`src/rtl/irqc_pkg.sv`:
```
package irqc_pkg;
   localparam int unsigned IRQC_SEL_W = 2;
   typedef enum logic [IRQC_SEL_W-1:0] {
      SEL_FLAGS = 2'b00,
      SEL_MASK  = 2'b01,
      SEL_LIVE  = 2'b10,
      SEL_NONE  = 2'b11
   } irqc_sel_e;
endpackage

```
`src/rtl/irqc_evt_capture.sv`:
```
module irqc_evt_capture #(
   parameter int unsigned N_EVT        = 8,
   parameter bit          CAPTURE_EDGE = 1'b1
) (
   input  logic             clk,
   input  logic             rst_n,
   input  logic             soft_rst,
   input  logic [N_EVT-1:0] evt_i,
   input  logic             clr_i,
   output logic [N_EVT-1:0] flag_q
);
   logic [N_EVT-1:0] set_c;

   generate
      if (CAPTURE_EDGE) begin : g_edge
         logic [N_EVT-1:0] prev_q;
         // prev starts all-ones: a source high at reset release is not an edge
         always_ff @(posedge clk or negedge rst_n) begin
            if (!rst_n) prev_q <= '1;
            else        prev_q <= evt_i;
         end
         assign set_c = evt_i & ~prev_q;
      end else begin : g_level
         assign set_c = evt_i;
      end
   endgenerate

   always_ff @(posedge clk or negedge rst_n) begin
      if (!rst_n)        flag_q <= '0;
      else if (soft_rst) flag_q <= '0;
      else               flag_q <= (flag_q & ~{N_EVT{clr_i}}) | set_c;
   end
endmodule

```
`src/rtl/irqc_regfile.sv`:
```
module irqc_regfile
   import irqc_pkg::*;
#(
   parameter int unsigned N_EVT = 8,
   parameter int unsigned N_STS = 8,
   localparam int unsigned RD_W = (N_EVT > N_STS) ? N_EVT : N_STS
) (
   input  logic                  clk,
   input  logic                  rst_n,
   input  logic                  soft_rst,
   input  logic                  reg_wr,
   input  logic                  reg_rd,
   input  logic [IRQC_SEL_W-1:0] reg_addr,
   input  logic [N_EVT-1:0]      reg_wdata,
   input  logic [N_EVT-1:0]      flag_i,
   input  logic [N_STS-1:0]      sts_i,
   output logic [N_EVT-1:0]      en_q,
   output logic                  flag_clr,
   output logic [RD_W-1:0]       rdata_q
);
   irqc_sel_e sel;
   assign sel      = irqc_sel_e'(reg_addr);
   assign flag_clr = reg_rd && (sel == SEL_FLAGS);

   always_ff @(posedge clk or negedge rst_n) begin
      if (!rst_n)                           en_q <= '0;
      else if (soft_rst)                    en_q <= '0;
      else if (reg_wr && (sel == SEL_MASK)) en_q <= reg_wdata;
   end

   always_ff @(posedge clk or negedge rst_n) begin
      if (!rst_n) rdata_q <= '0;
      else if (reg_rd) begin
         case (sel)
            SEL_FLAGS: rdata_q <= RD_W'(flag_i);
            SEL_MASK:  rdata_q <= RD_W'(en_q);
            SEL_LIVE:  rdata_q <= RD_W'(sts_i);
            default:   rdata_q <= '0;
         endcase
      end
   end
endmodule

```
`src/rtl/irqc_line_drv.sv`:
```
module irqc_line_drv #(
   parameter int unsigned N_EVT = 8
) (
   input  logic             clk,
   input  logic             rst_n,
   input  logic [N_EVT-1:0] flag_i,
   input  logic [N_EVT-1:0] en_i,
   output logic             irq_n
);
   always_ff @(posedge clk or negedge rst_n) begin
      if (!rst_n) irq_n <= 1'b1;
      else        irq_n <= ~|(flag_i & en_i);
   end
endmodule

```
`src/rtl/irq_status_ctrl.sv`:
```
module irq_status_ctrl
   import irqc_pkg::*;
#(
   parameter int unsigned N_EVT        = 8,
   parameter int unsigned N_STS        = 8,
   parameter bit          CAPTURE_EDGE = 1'b1,
   localparam int unsigned RD_W = (N_EVT > N_STS) ? N_EVT : N_STS
) (
   input  logic                  clk,
   input  logic                  rst_n,
   input  logic                  soft_rst,
   input  logic [N_EVT-1:0]      evt_src,
   input  logic [N_STS-1:0]      sts_src,
   input  logic                  reg_wr,
   input  logic                  reg_rd,
   input  logic [IRQC_SEL_W-1:0] reg_addr,
   input  logic [N_EVT-1:0]      reg_wdata,
   output logic [RD_W-1:0]       reg_rdata,
   output logic                  irq_n
);
   generate
      if (N_EVT < 1 || N_EVT > 32) begin : g_bad_evt
         $error("irq_status_ctrl: N_EVT must be in 1..32");
      end
      if (N_STS < 1 || N_STS > 32) begin : g_bad_sts
         $error("irq_status_ctrl: N_STS must be in 1..32");
      end
   endgenerate

   logic [N_EVT-1:0] flag_q;
   logic [N_EVT-1:0] en_q;
   logic             flag_clr;

   irqc_evt_capture #(.N_EVT(N_EVT), .CAPTURE_EDGE(CAPTURE_EDGE)) cap_i (
      .clk(clk), .rst_n(rst_n), .soft_rst(soft_rst),
      .evt_i(evt_src), .clr_i(flag_clr), .flag_q(flag_q)
   );

   irqc_regfile #(.N_EVT(N_EVT), .N_STS(N_STS)) regs_i (
      .clk(clk), .rst_n(rst_n), .soft_rst(soft_rst),
      .reg_wr(reg_wr), .reg_rd(reg_rd), .reg_addr(reg_addr),
      .reg_wdata(reg_wdata), .flag_i(flag_q), .sts_i(sts_src),
      .en_q(en_q), .flag_clr(flag_clr), .rdata_q(reg_rdata)
   );

   irqc_line_drv #(.N_EVT(N_EVT)) line_i (
      .clk(clk), .rst_n(rst_n), .flag_i(flag_q), .en_i(en_q), .irq_n(irq_n)
   );
endmodule

```
`config.mk`:
```
export PLATFORM = sky130hd
export DESIGN_NAME = irq_status_ctrl
export DESIGN_NICKNAME = d
export VERILOG_FILES = /design/src/rtl/irqc_pkg.sv /design/src/rtl/irqc_evt_capture.sv /design/src/rtl/irqc_regfile.sv /design/src/rtl/irqc_line_drv.sv /design/src/rtl/irq_status_ctrl.sv
export SDC_FILE = /design/constraint.sdc
export NUM_CORES = 1
export LEC_CHECK = 0
export ABC_CLOCK_PERIOD_IN_PS = 1000
export CAP_MARGIN = 20
export CORE_ASPECT_RATIO = 1.75
export CORE_MARGIN = 1
export CORE_UTILIZATION = 25
export CTS_CLUSTER_SIZE = 10
export DETAILED_ROUTE_END_ITERATION = 12
export SETUP_SLACK_MARGIN = 0.02
export SYNTH_ARGS = -nofsm -noshare
export SYNTH_HDL_FRONTEND = slang
export SYNTH_SLANG_ARGS = --single-unit
```
`constraint.sdc`:
```
create_clock -name clk -period 1 [get_ports clk]
set_clock_uncertainty 0.1 [all_clocks]
set_input_delay 0.2 -clock clk [delete_from_list [all_inputs] [get_ports clk]]
set_output_delay 0.2 -clock clk [all_outputs]
set_load 0.01 [all_outputs]
```
==> impl_metrics.tcl <==
set metrics [dict create \
    peakVddDrop_mv 0.7839 \
    cts_tree "built" \
    cp_data_required_time_ps 700 \
    die_area_sq_mm 0.006506 \
    p_leak_nw 0.9819 \
    grt_overflow 0 \
    globalplace.congestion 0.6979 \
    initial_core_util_pct 26.06 \
    synth_top_area_share_pct 38.90 \
    syn_area_sq_mm 0.001544 \
    pin_count 40 \
    totalPowerFinal_mw 3.281 \
    worst_slack_ps -195.8 \
    status "finished with violations" \
    cts_buffers 5 \
    synth_top_area_cell "dfrtp_1" \
    p_per_area_mw_per_mm2 1425 \
    vias_per_cell 4.353 \
    layout_common_cells "nand2b_1 (25), clkdlybuf4s50_1 (25), dfrtp_1 (24), inv_1 (16), mux2i_1 (16)" \
    synthCells 131 \
    drt_first_iter_violations 7 \
    cp-end-kind "output port" \
    finalSetupViolations 9 \
    route.vias.total 1158 \
    max_cap_viol_count 0 \
    cp.arrival_ps 900 \
    grt_max_degree 34 \
    drive_gt1_share_pct 29.79 \
    die_x_um 61.41 \
    dieHeight_um 106.0 \
    cts.sinks 33 \
    synth_nets 162 \
    cts_buffer_depth 2 \
    fin_nets 218 \
    routed_wl_mm 3.542 \
    hpwl_mm 2.580 \
    clock_latency_ps 270 \
    critPathKind "register to output port" \
    seq_area_frac_synth_pct 54.21 \
    hold_buffers 0 \
    wl_met3_um 172 \
    grt.total_usage_pct 11.77 \
    ant_nets 0 \
    ys_warn_count 0 \
    clkTransAtPathRegs_ps 70 \
    dp_slack_ps -613.6 \
    critPathSlowestCell "dfstp_2" \
    drt_pass1_iterations 4 \
    drc 0 \
    period_share_pct 119.6 \
    grt_pass1_wl_mm 5.664 \
    critPathMaxStageDelay_ps 530 \
    io_buffers 39 \
    fin_crit_ps 1196 \
    core_area_sq_mm 0.005926 \
    synthTopCellsByArea "dfrtp_1 (39%), dfstp_2 (15%), mux2i_1 (10%), nand2b_1 (10%), nand4b_1 (4.5%)" \
    hold_viol_final 0 \
    antenna_cells 0 \
    grt_pass1_vias 1217 \
    slew_headroom_pct 85.69 \
    rsz0062_at_grt "yes" \
    hp-class "input port to async pin" \
    utilization_pct 38.85 \
    violations "setup timing" \
    path_max_fanout 1 \
    dr.max_layer_used "met4" \
    crit_chain "buf_6" \
    cpLargestDelayFamily "flip-flops" \
    synthDistinctLibCells 16 \
    antenna_found_initial 0 \
    met1_length_mm 1.328 \
    finalMaxSlewViolations 0 \
    tightest_slew_ps 214.0 \
    fp-row-count 37 \
    syn-mean-instance-area_sq_um 11.79 \
    r2r_slack_ps 0 \
    fmax_ghz 0.8362 \
    startpoint_type "register" \
    yosys_register_bits 33 \
    clock_tree.root_cell "clkbuf_8" \
    met2_length_mm 2.006 \
    critPathBufInv 1 \
    wl_per_cell_um 13.32 \
    area_growth_pct 49.11 \
    htreeDepth 2 \
]
==> state kept, by name (all words and copies together), names as in the netlist <==
name and cells:
regs_i.en_q 8, line_i.irq_n 1, regs_i.rdata_q 8, cap_i.g_edge.prev_q 8, cap_i.flag_q 8
==> report_power, final <==
part | switching (mW) | internal (mW) | total [mW]
combinational | 0.208 | 0.301 | 0.508
clock | 0.472 | 0.812 | 1.28
sequential | 0.0537 | 1.44 | 1.49
total | 0.734 | 2.55 | 3.28
==> synth_stat cells <==
| library cell | count |
|---|---|
| mux2i_1 | 16 |
| clkbuf_1 | 4 |
| nor3b_2 | 1 |
| inv_1 | 16 |
| buf_6 | 2 |
| o221ai_1 | 8 |
| and3b_1 | 1 |
| o32ai_1 | 8 |
| nand4b_1 | 8 |
| dfstp_2 | 9 |
| and4_1 | 1 |
| a22oi_1 | 4 |
| nand2b_1 | 25 |
| dfrtp_1 | 24 |
| buf_4 | 1 |
| buf_2 | 3 |
==> metal layers <==
| metal | up-vias | GRT usage [%] |
|---|---|---|
| li1 | 573 | - |
| met3 | 2 | 3.528 |
| met4 | 0 | 4.286 |
| met5 | - | 0 |
| met2 | 24 | 20.26 |
| met1 | 559 | 13.17 |
==> per-stage QoR <==
step	TNS (ps)	instance area, sq um	std cells	hold WS [ps]
CTS	-1074	2271	266	176.6
global route	-1260	2302	266	177.5
floorplan	-127.1	1565	131	-195.6
global placement	-14500	2123	254	372.3
finish	-935.3	2302	266	174.3
detailed placement	-14880	2123	254	379.7
==> logic make-up (layout without fill, tap and decap cells) <==
kind of cell,after synthesis,after routing,share of synthesized area (%)
multiplexers,16,16,10.37
buffers and inverters,26,83,7.779
AND/OR/NAND/NOR,36,36,16.61
AO/OA/AOI/OAI,20,20,11.02
flip-flops,33,33,54.21
==> what timing repair did <==
action | 4_1_cts | 5_1_grt
gates cloned | 1 | 0
setup endpoints to repair | 34 | 21
gates resized for setup | 49 | 7
buffers inserted | 3 | 0
pin swaps | 3 | 2
hold endpoints to repair | 0 | 0
==> layout make-up <==
cell class,instances,area [sq um]
Sequential cell,33,837.1
Clock buffer,7,86.33
Inverter,16,60.06
Fill cell,631,3623
Clock inverter,1,30.03
Tap cell,78,97.59
Timing Repair Buffer,59,551.8
Multi-Input combinational cell,72,639.4
==> final timing paths <==
check	cells after the start	start	end
min in group clk	1	evt_src[6]	cap_i.g_edge.prev_q[6]
hold reg to reg	1	cap_i.g_edge.prev_q[2]	cap_i.flag_q[2]
setup reg to reg	3	cap_i.flag_q[4]	regs_i.rdata_q[4]
setup / recovery	1	line_i.irq_n	irq_n
hold / removal	2	rst_n	regs_i.rdata_q[6]
max in group asynchronous	2	rst_n	cap_i.g_edge.prev_q[3]
No activity file was read; power rests on OpenSTA's default activity.
